## src/rtl/fxc_pkg.sv

```systemverilog
package fxc_pkg;

    localparam int ADDR_W     = 32;
    localparam int PAGE_SHIFT = 12;
    localparam int PN_W       = ADDR_W - PAGE_SHIFT;

    typedef logic [PN_W-1:0] pn_t;

    typedef enum logic [1:0] {
        XS_IDLE  = 2'd0,
        XS_LOOK  = 2'd1,
        XS_FAULT = 2'd2
    } xstate_e;

    typedef struct packed {
        logic valid;
        pn_t  epn;
        pn_t  rpn;
    } slot_t;

    typedef struct packed {
        pn_t  tag;
        pn_t  rpn;
        logic noexec;
    } tlb_word_t;

    function automatic logic slot_hit(input slot_t s, input pn_t pn);
        return s.valid && (s.epn == pn);
    endfunction

endpackage

```

## src/rtl/fxc_tlb.sv

```systemverilog
module fxc_tlb
    import fxc_pkg::*;
#(
    parameter int IDX_W = 6
) (
    input  logic      clk,
    input  logic      rst,
    input  logic      clr_all,
    input  logic      wr_en,
    input  pn_t       wr_pn,
    input  pn_t       wr_rpn,
    input  logic      wr_noexec,
    input  logic      rd_en,
    input  pn_t       rd_pn,
    output logic      rd_valid,
    output tlb_word_t rd_word
);
    localparam int DEPTH = 1 << IDX_W;

    function automatic logic [IDX_W-1:0] fold(input pn_t pn);
        logic [IDX_W-1:0] h;
        pn_t              rest;
        h    = '0;
        rest = pn;
        for (int k = 0; k < PN_W; k += IDX_W) begin
            h    = h ^ rest[IDX_W-1:0];
            rest = rest >> IDX_W;
        end
        return h;
    endfunction

    tlb_word_t        mem [DEPTH];
    logic [DEPTH-1:0] vld_q;
    logic [IDX_W-1:0] widx, ridx;

    assign widx = fold(wr_pn);
    assign ridx = fold(rd_pn);

    always_ff @(posedge clk) begin
        if (wr_en && !clr_all) begin
            mem[widx] <= '{tag: wr_pn, rpn: wr_rpn, noexec: wr_noexec};
        end
    end

    always_ff @(posedge clk) begin
        if (rst || clr_all) begin
            vld_q <= '0;
        end else if (wr_en) begin
            vld_q[widx] <= 1'b1;
        end
    end

    always_ff @(posedge clk) begin
        if (rst) begin
            rd_valid <= 1'b0;
            rd_word  <= '0;
        end else if (rd_en) begin
            rd_valid <= vld_q[ridx];
            rd_word  <= mem[ridx];
        end
    end

endmodule

```

## src/rtl/fxc_pair.sv

```systemverilog
module fxc_pair
    import fxc_pkg::*;
(
    input  logic clk,
    input  logic rst,
    input  pn_t  look_pn,
    input  logic clr,
    input  logic touch,
    input  logic fill_en,
    input  pn_t  fill_epn,
    input  pn_t  fill_rpn,
    output logic hit,
    output logic hit_sel,
    output pn_t  hit_rpn,
    output logic lru_sel
);
    logic [1:0]           match;
    logic [1:0][PN_W-1:0] slot_rpn;

    for (genvar g = 0; g < 2; g++) begin : g_slot
        slot_t slot_q;

        always_ff @(posedge clk) begin
            if (rst) begin
                slot_q <= '0;
            end else if (clr) begin
                slot_q.valid <= 1'b0;
            end else if (fill_en && (lru_sel == 1'(g))) begin
                slot_q <= '{valid: 1'b1, epn: fill_epn, rpn: fill_rpn};
            end
        end

        assign match[g]    = slot_hit(slot_q, look_pn);
        assign slot_rpn[g] = slot_q.rpn;
    end

    assign hit     = |match;
    assign hit_sel = match[1] && !match[0];
    assign hit_rpn = slot_rpn[hit_sel];

    always_ff @(posedge clk) begin
        if (rst) begin
            lru_sel <= 1'b0;
        end else if (fill_en) begin
            lru_sel <= !lru_sel;
        end else if (touch) begin
            lru_sel <= !hit_sel;
        end
    end

endmodule

```

## src/rtl/fxc_ctrl.sv

```systemverilog
module fxc_ctrl
    import fxc_pkg::*;
(
    input  logic    clk,
    input  logic    rst,
    input  logic    fa_req,
    input  logic    xlate_en,
    input  logic    hit,
    input  logic    tlb_ok,
    input  logic    inval,
    input  logic    abandon,
    input  logic    pte_we,
    input  logic    pte_noexec,
    output xstate_e st,
    output logic    take,
    output logic    touch,
    output logic    start_look,
    output logic    look_fill,
    output logic    pte_fill
);
    xstate_e st_nx;

    assign take       = (st == XS_IDLE) && fa_req;
    assign touch      = take && xlate_en && hit;
    assign start_look = take && xlate_en && !hit && !inval;
    assign look_fill  = (st == XS_LOOK) && !abandon && !inval && tlb_ok;
    assign pte_fill   = (st == XS_FAULT) && !abandon && !inval && pte_we && !pte_noexec;

    always_comb begin
        st_nx = st;
        case (st)
            XS_IDLE:  if (start_look) st_nx = XS_LOOK;
            XS_LOOK:  begin
                if (abandon || inval || tlb_ok) st_nx = XS_IDLE;
                else                            st_nx = XS_FAULT;
            end
            XS_FAULT: if (abandon || pte_fill) st_nx = XS_IDLE;
            default:  st_nx = XS_IDLE;
        endcase
    end

    always_ff @(posedge clk) begin
        if (rst) st <= XS_IDLE;
        else     st <= st_nx;
    end

endmodule

```

## src/rtl/fetch_xlate_cache.sv

```systemverilog
module fetch_xlate_cache
    import fxc_pkg::*;
#(
    parameter int TLB_IDX_W = 6
) (
    input  logic              clk,
    input  logic              rst,
    input  logic              fa_req,
    input  logic [ADDR_W-1:0] fa_ea,
    input  logic              xlate_en,
    output logic              req_out,
    output logic [ADDR_W-1:0] ra_out,
    output logic              fetch_fail,
    input  logic              inval,
    input  logic              redirect,
    input  logic              intr,
    input  logic              pte_we,
    input  logic [PN_W-1:0]   pte_pn,
    input  logic [PN_W-1:0]   pte_rpn,
    input  logic              pte_noexec
);
    xstate_e   st;
    pn_t       ea_pn, pend_pn, hit_rpn, fill_epn, fill_rpn;
    logic      hit, hit_sel, lru_sel;
    logic      take, touch, start_look, look_fill, pte_fill, tlb_ok;
    logic      rd_valid;
    tlb_word_t rd_word;

    assign ea_pn = fa_ea[ADDR_W-1:PAGE_SHIFT];

    always_ff @(posedge clk) begin
        if (rst)             pend_pn <= '0;
        else if (start_look) pend_pn <= ea_pn;
    end

    assign tlb_ok = rd_valid && (rd_word.tag == pend_pn) && !rd_word.noexec;

    fxc_ctrl u_ctrl (
        .clk        (clk),
        .rst        (rst),
        .fa_req     (fa_req),
        .xlate_en   (xlate_en),
        .hit        (hit),
        .tlb_ok     (tlb_ok),
        .inval      (inval),
        .abandon    (redirect || intr),
        .pte_we     (pte_we),
        .pte_noexec (pte_noexec),
        .st         (st),
        .take       (take),
        .touch      (touch),
        .start_look (start_look),
        .look_fill  (look_fill),
        .pte_fill   (pte_fill)
    );

    fxc_tlb #(.IDX_W(TLB_IDX_W)) u_tlb (
        .clk       (clk),
        .rst       (rst),
        .clr_all   (inval),
        .wr_en     (pte_we),
        .wr_pn     (pte_pn),
        .wr_rpn    (pte_rpn),
        .wr_noexec (pte_noexec),
        .rd_en     (start_look),
        .rd_pn     (ea_pn),
        .rd_valid  (rd_valid),
        .rd_word   (rd_word)
    );

    assign fill_epn = look_fill ? pend_pn     : pte_pn;
    assign fill_rpn = look_fill ? rd_word.rpn : pte_rpn;

    fxc_pair u_pair (
        .clk      (clk),
        .rst      (rst),
        .look_pn  (ea_pn),
        .clr      (inval),
        .touch    (touch),
        .fill_en  (look_fill || pte_fill),
        .fill_epn (fill_epn),
        .fill_rpn (fill_rpn),
        .hit      (hit),
        .hit_sel  (hit_sel),
        .hit_rpn  (hit_rpn),
        .lru_sel  (lru_sel)
    );

    assign req_out    = take && (!xlate_en || hit);
    assign ra_out     = xlate_en ? {hit_rpn, fa_ea[PAGE_SHIFT-1:0]} : fa_ea;
    assign fetch_fail = (st == XS_FAULT);

endmodule

```

## config.mk

```make
export PLATFORM = sky130hd
export DESIGN_NAME = fetch_xlate_cache
export DESIGN_NICKNAME = d
export VERILOG_FILES = /design/src/rtl/fxc_pkg.sv /design/src/rtl/fxc_tlb.sv /design/src/rtl/fxc_pair.sv /design/src/rtl/fxc_ctrl.sv /design/src/rtl/fetch_xlate_cache.sv
export SDC_FILE = /design/constraint.sdc
export NUM_CORES = 2
export LEC_CHECK = 0
export BUFFER_PORTS_ARGS = -buffer_cell sky130_fd_sc_hd__buf_2
export CELL_PAD_IN_SITES_DETAIL_PLACEMENT = 2
export CELL_PAD_IN_SITES_GLOBAL_PLACEMENT = 2
export CORE_MARGIN = 4
export CORE_UTILIZATION = 44
export DETAILED_ROUTE_END_ITERATION = 10
export PLACE_DENSITY = 0.73
export SETUP_SLACK_MARGIN = 0.02
export SYNTH_ARGS = -nofsm -noshare
export SYNTH_HDL_FRONTEND = slang
export SYNTH_SLANG_ARGS = --single-unit
```

## constraint.sdc

```tcl
create_clock -name clk -period 5.4 [get_ports clk]
set_clock_uncertainty 0.1 [all_clocks]
set_input_delay 0.27 -clock clk [delete_from_list [all_inputs] [get_ports clk]]
set_output_delay 0.27 -clock clk [all_outputs]
set_load 0.01 [all_outputs]
```

Word level (Yosys, flattened, before mapping)

Memories as Yosys holds them, arrays and structs flattened. A register that Yosys moved wholly into a read port is not among the register bits.
Cells that the tools add are included.

Register bits: 170
Memory bits (writable): 2,624
Input bits: 81
Output and inout port bits: 34
Logic and storage cells: 94
Memories: 1

Memories:

| memory    | depth | bits a word | rd ports | clocked after memory_dff | wr ports | line          | text |
|---|---|---|---|---|---|---|---|
| u_tlb.mem | 64    | 41          | 1        | 1                        | 1        | fxc_tlb.sv:32 | `tlb_word_t mem [DEPTH];` |

$lt $le $gt $ge: 4
Equality and inequality tests: 7
Mux-type cells: 17
Bitwise gates (word level): 9
Reduce and logical (&&, ||, !) cells: 45

Operator list:

| kind                                                        | number |
|---|---|
| 2-to-1 mux 20 bit                                           | 4 |
| OR 64 bit                                                   | 1 |
| equality test 20 bit                                        | 3 |
| 2-to-1 mux 32 bit                                           | 1 |
| XOR 6 bit                                                   | 4 |
| logical AND 1 bit                                           | 22 |
| less-than comparator 6 x 7 -> 1 bit (second input constant) | 2 |
| XOR 6 x 2 -> 6 bit                                          | 2 |
| zero test 1 bit                                             | 9 |
| logical OR 1 bit                                            | 7 |
| binary-select mux 1 bit (select 6 bit)                      | 1 |
| demux 1 bit (select 6 bit)                                  | 1 |
| >= comparator 6 x 1 -> 1 bit (second input constant)        | 1 |
| 2-to-1 mux 1 bit                                            | 6 |
| 2-to-1 mux 2 bit                                            | 3 |
| case mux 2 bit (3 select lines)                             | 1 |
| AND reduction 2 bit                                         | 3 |
| OR reduction 2 bit                                          | 2 |
| equality test 2 x 1 -> 1 bit (second input constant)        | 1 |
| equality test 2 bit (second input constant)                 | 1 |
| zero test 2 bit                                             | 1 |
| less-than comparator 1 x 2 -> 1 bit (second input constant) | 1 |
| != test 2 x 1 -> 1 bit (second input constant)              | 1 |
| != test 2 bit (second input constant)                       | 1 |
| 2 further kinds                                             | 3 |

Longest topological paths before layout

Depth after elaboration: 9
Depth in mapped cells: 13
Mapped depth without buffers: 8

By module

A second synthesis with hierarchy kept.

Cells, all modules: 5,540
Area, all modules: 109,379.9 µm²

By module, submodules not included:

| module            | instances | cells an instance | area an instance (µm²) | seq. area each (µm²) |
|---|---|---|---|---|
| fxc_tlb           | 1         | 4,889             | 103,747.0              | 80,917.6 |
| fxc_pair          | 1         | 461               | 3,728.6                | 1,661.6 |
| fetch_xlate_cache | 1         | 175               | 1,750.4                | 400.4 |
| fxc_ctrl          | 1         | 15                | 153.9                  | 40.0 |

Least setup slack after synthesis

No wires, ideal clock.

Path type: input port to flip-flop
Start: input pte_pn[17]
End: memory u_tlb.mem[56][0] in the netlist's numbering (enable)
Setup time: 0.490 ns
Arrival: 4.486 ns
Required time: 4.810 ns
Setup slack: 0.324 ns
Cell stages on the path: 7
Buffers on the path: 1
Cell sequence: xnor2_1 xnor2_1 nand2_1 nor3_1 nand2b_1 clkbuf_1 nor3_1

Cells in the longest elaborated chain, start to end: 2

RTL lines:

| item               | line                    | text |
|---|---|---|
| from (decl)        | fetch_xlate_cache.sv:18 | `input logic [PN_W-1:0] pte_pn,` |
| XOR 6 bit          | fxc_tlb.sv:26           | `h = h ^ rest[IDX_W-1:0];` |
| XOR 6 x 2 -> 6 bit | fxc_tlb.sv:26           |  |
| to (decl)          | fxc_tlb.sv:32           |  |

No other way between the ends.

Worst setup path after layout

Start: register u_tlb.rd_word[26] (netlist name)
End: register u_pair.g_slot[1].slot_q[14] in the netlist's numbering

Cells in the longest elaborated chain, start to end: 7
Elaborated cells between the ends (all ways): 8
Those cells by class: eq/ne: 1; mux: 1; reduce/logical: 6

RTL lines:

| item                                 | line                    | text |
|---|---|---|
| equality test 20 bit (*)             | fetch_xlate_cache.sv:36 | `assign tlb_ok = rd_valid && (rd_word.tag == pend_pn) && !rd_word.noexec;` |
| logical AND 1 bit (*) (2 in a row)   | fetch_xlate_cache.sv:36 |  |
| logical AND 1 bit (*)                | fxc_ctrl.sv:26          | `assign look_fill = (st == XS_LOOK) && !abandon && !inval && tlb_ok;` |
| logical OR 1 bit                     | fetch_xlate_cache.sv:80 | `.fill_en (look_fill \|\| pte_fill),` |
| logical AND 1 bit                    | fxc_pair.sv:28          | `end else if (fill_en && (lru_sel == 1'(g))) begin` |
| AND reduction 2 bit (no source line) | n/a                     |  |
| to (signal assigned)                 | fxc_pair.sv:29          | `slot_q <= '{valid: 1'b1, epn: fill_epn, rpn: fill_rpn};` |
| to (decl)                            | fxc_pair.sv:21          | `slot_t slot_q;` |

Every way passes the cells marked *; elsewhere a longest branch is shown, timed or not.
A chain may end at the register's enable or synchronous reset.

==> run summary <==
The endpoint identified for the worst register-to-register timing path is u_pair.g_slot[1].slot_q[14]$_SDFFE_PP0P_. The placeable core region is 0.249 mm^2. The largest area contributor in the synthesized netlist is edfxtp_1. The number of detailed-routing iterations run before antenna repair is 6. For this run, the total global-route usage over all layers was measured as 0.384.

In this run the worst setup path begins at u_tlb.rd_word[26]$_SDFFE_PP0P_. The worst setup path is of the reg -> reg kind. The initial standard-cell utilization of the core came out at 0.443. The count of final setup violators is 0. Compared with the post-synthesis result, the final layout area differs by 15.6%. The count of warnings emitted by yosys is 0. The final reports fail on capacitance limit, slew limit. The timing endpoint of the critical path is u_pair.g_slot[1].slot_q[14]$_SDFFE_PP0P_. The register-to-register setup slack is 770 ps.

In this run, placement finished with an instance count of 9,221. Each instance of the synthesized netlist takes up on average 18.7 um^2. Ranked by total cell area, the synthesized netlist is headed by edfxtp_1, mux4_2, dfxtp_1. The leakage power summed over all cells is 40.4 nW.

The wire length of the first global-routing pass came out at 672,000 um. The clock latency reported for the late side of the worst-skew pair is 1010 ps. The total power divided by cell area came out at 424 mW/mm^2. Summed over all layers, the global routing overflow is 0. The number of enable-type register cells in the synthesized netlist is 2,624. The die covers 0.258 mm^2. The number of antenna violations at the first check in global routing came out at 47. The number of unique standard cell types used by synthesis came out at 64. Of the synthesized area, sequential elements account for 0.754. The slowest stage of the critical path belongs to the cell mux2i_1. The maximum fanout along the worst path came out at 20.

Setup repair after global routing left no endpoint under its margin. The remaining max-slew budget at the tightest pin is -0.0164. The internal power is 39.0 mW. The most used flip-flop cell after synthesis is edfxtp_1.

The maximum number of pins on one net before global-route repair is 90. The flow ran to the end, but the final reports show violations. The required time of the worst setup path came out at 6100 ps. The remaining antenna violation count came out at 0. The CTS tree is built. The sequential share of power came out at 0.452.

The fraction of registers with async set or reset after synthesis came out at 0. The post-synthesis cell area is 0.110 mm^2. Registers take 0.0830 mm^2.

For this run, design rule violations remaining after detail routing come to 0. The maximum frequency from static timing analysis came out at 216 MHz. The kind of cell with the highest combined delay along the critical path is multiplexers. The synthesized net count came out at 5,968.

Of the total power, the share spent switching nets is 0.278. STA classifies the critical path endpoint as a flop. The data arrival time of the worst path is 5330 ps. The signal on the critical path passes through xor2_1 -> nor4_1 -> nand2_1 -> nor3_2 -> buf_4 -> mux2i_1 -> a211oi_1. The number of buffers inserted to repair setup after CTS is 0. The number of filler instances in the final layout is 21,700. No sink is reached through more buffers than the 4 on the longest clock path. Once layout is complete, the cells apart from fillers number 9,869.

In this run the critical register-to-register path is launched from u_tlb.rd_word[26]$_SDFFE_PP0P_. The die is 508 um tall. The post-detailed-route wirelength per cell is 50.8 um. The final hold violation count is 0. Counting the buffers created by CTS gives 315.

The number of port buffers came out at 90. After detailed routing, the number of vias per cell comes to 7.21. The post-DP HPWL came out at 270,000 um. The initial detailed-routing violation count is 13,200. Counting every instance in the synthesized netlist gives 5,887.

The clock-pin slew on the worst setup and hold paths came out at 60 ps. The TritonCTS sink count came out at 2,835. The number of gates resized after CTS was 0.

The final critical-path share of the clock period came out at 0.857. After routing, the total negative slack on setup checks comes to 0 ps. The root buffer cell is clkbuf_16. The clock network fraction of total power came out at 0.408. The via count of the first global-routing pass is 72,000. The net switching power is 15.0 mW. Detailed routing inserted a total of 71,200 vias.

The kind of start point of the critical path is a flop. The clock period minus worst slack is 4630 ps. The largest incremental delay on the critical path is 1260 ps. The total cell area at the placement stage came out at 0.117 mm^2. The multi-input gate area in the final layout is 0.0256 mm^2. The total number of H-tree levels is 5. The ratio of cells with drive above 1 in the final layout came out at 0.225. The logic gate share of total power came out at 0.141. Across the run, the number of max-cap violations was 3.

The total count of max-transition violations in the final report was 14. The net count of the finished layout is 6,353. 115 I/O pins were placed.

The initialized floorplan defines 183 standard-cell rows. The fraction of post-synthesis cell area in the top cell type by area is 0.716. The power after layout came out at 54.0 mW. The detailed-route wire length is 501,000 um.

The weighted congestion at the end of routability-driven global placement came out at 0.838. The type of the most critical hold path is in -> reg. Counting buffers and inverters, the worst setup path is 7 cells deep. The worst IR drop on VDD is 0.000271 V. With fillers left out, the area of the finished cells amounts to 0.127 mm^2. The worst reg-to-reg path cell count came out at 7.

The die span in x is 508 um. The synthesized design contains 2,835 register bits. Counting both buffers and inverters, the worst setup path holds a total of 1.

The slew of the pin with the lowest slew margin is 1480 ps.
==> worst register-to-register path, cell delays in order (launching register included) <==
cell      delay, ps
dfxtp_1         760
xor2_1          300
nor4_1          640
nand2_1         240
nor3_2          270
buf_4           580
mux2i_1        1360
a211oi_1        200
==> metal layers <==
| metal | global-route usage | part of all wire | routed length [um] |
|---|---|---|---|
| met3 | 0.121 | 0.13 | 65500 |
| met2 | 0.584 | 0.45 | 227000 |
| met5 | 0 | 0.00057 | 284 |
| met1 | 0.480 | 0.34 | 170000 |
| met4 | 0.244 | 0.076 | 38200 |
==> Yosys cell counts, drive strengths merged, types with 77 or more instances <==
cell type / n
a211oi: 87
nor2: 322
mux4: 503
nand3: 129
buf: 172
a22oi: 77
edfxtp: 2624
dfxtp: 211
a221oi: 99
a21oi: 140
clkbuf: 215
a31oi: 77
nand2: 461
mux2i: 275
==> metrics by stage <==
step | util | hold WS [ps] | setup WS [ps]
after detailed placement | 0.470 | 359 | 852
after global placement | 0.470 | 342 | 1000
after global routing | 0.512 | 39.9 | 578
after floorplan | - | 269 | 324
final | 0.512 | 71.7 | 771
after CTS | 0.512 | 23.6 | 716
==> cells in the final DEF, fill, tap and decap left out, types with 129 or more instances in the layout <==
cell type,n
a21oi_1,140
buf_4,205
clkbuf_16,326
dfxtp_1,211
edfxtp_1,2624
mux2i_1,271
mux4_2,503
nand2_1,460
nand3_1,129
nor2_1,251
==> cell type report <==
class                           count  area share
Clock inverter                    150     0.00974
Timing Repair Buffer              455      0.0359
Sequential cell                  2835       0.652
Tap cell                         3330      0.0327
Clock buffer                      404      0.0673
Antenna cell                       30    0.000590
Multi-Input combinational cell   2659       0.201
Inverter                            6    0.000177
==> what timing repair did <==
item / in CTS / in global routing
setup endpoints to repair: 0 / 0
hold buffers: 64 / 0
endpoints found under the hold margin: 1638 / 0
==> how the worst min path moves through the flow <==
stage / to / cells past startpoint / from
after floorplan: u_tlb.mem[0][0]$_DFFE_PP_ / 0 / pte_noexec
after global placement: u_tlb.vld_q[39]$_SDFFE_PP0P_ / 2 / u_tlb.vld_q[39]$_SDFFE_PP0P_
after detailed placement: u_tlb.vld_q[11]$_SDFFE_PP0P_ / 2 / u_tlb.vld_q[11]$_SDFFE_PP0P_
after CTS: u_tlb.mem[44][22]$_DFFE_PP_ / 2 / pte_pn[1]
after global routing: u_tlb.mem[53][24]$_DFFE_PP_ / 2 / pte_pn[3]
final: pend_pn[3]$_SDFFE_PP0P_ / 4 / fa_ea[15]
==> sequential cells by signal, summed over array words and instances, names as in the netlist <==
register	cells
u_tlb.rd_word	41
u_tlb.mem	2624
u_pair.g_slot.slot_q	82
u_tlb.vld_q	64
pend_pn	20
u_ctrl.st	2
u_pair.lru_sel	1
u_tlb.rd_valid	1
==> power groups by stage <==
stage	registers, mW	logic (mW)	clock network (mW)
floorplan	24.7	4.19	0
global placement	24.8	6.74	0
detailed placement	24.8	7.12	0
CTS	24.4	7.37	21.8
global route	24.4	7.69	23.0
finish	24.4	7.61	22.0
==> cells by family (layout without fill, tap and decap cells) <==
family,after synthesis,in the layout,synth area share
AND/OR/NAND/NOR,1059,1059,0.0406
XOR/XNOR,95,95,0.00855
multiplexers,786,786,0.129
flip-flops,2835,2835,0.754
AO/OA/AOI/OAI,719,719,0.0490
buffers and inverters,393,1015,0.0188
other,0,30,0
(Power assumes the default switching activity.)
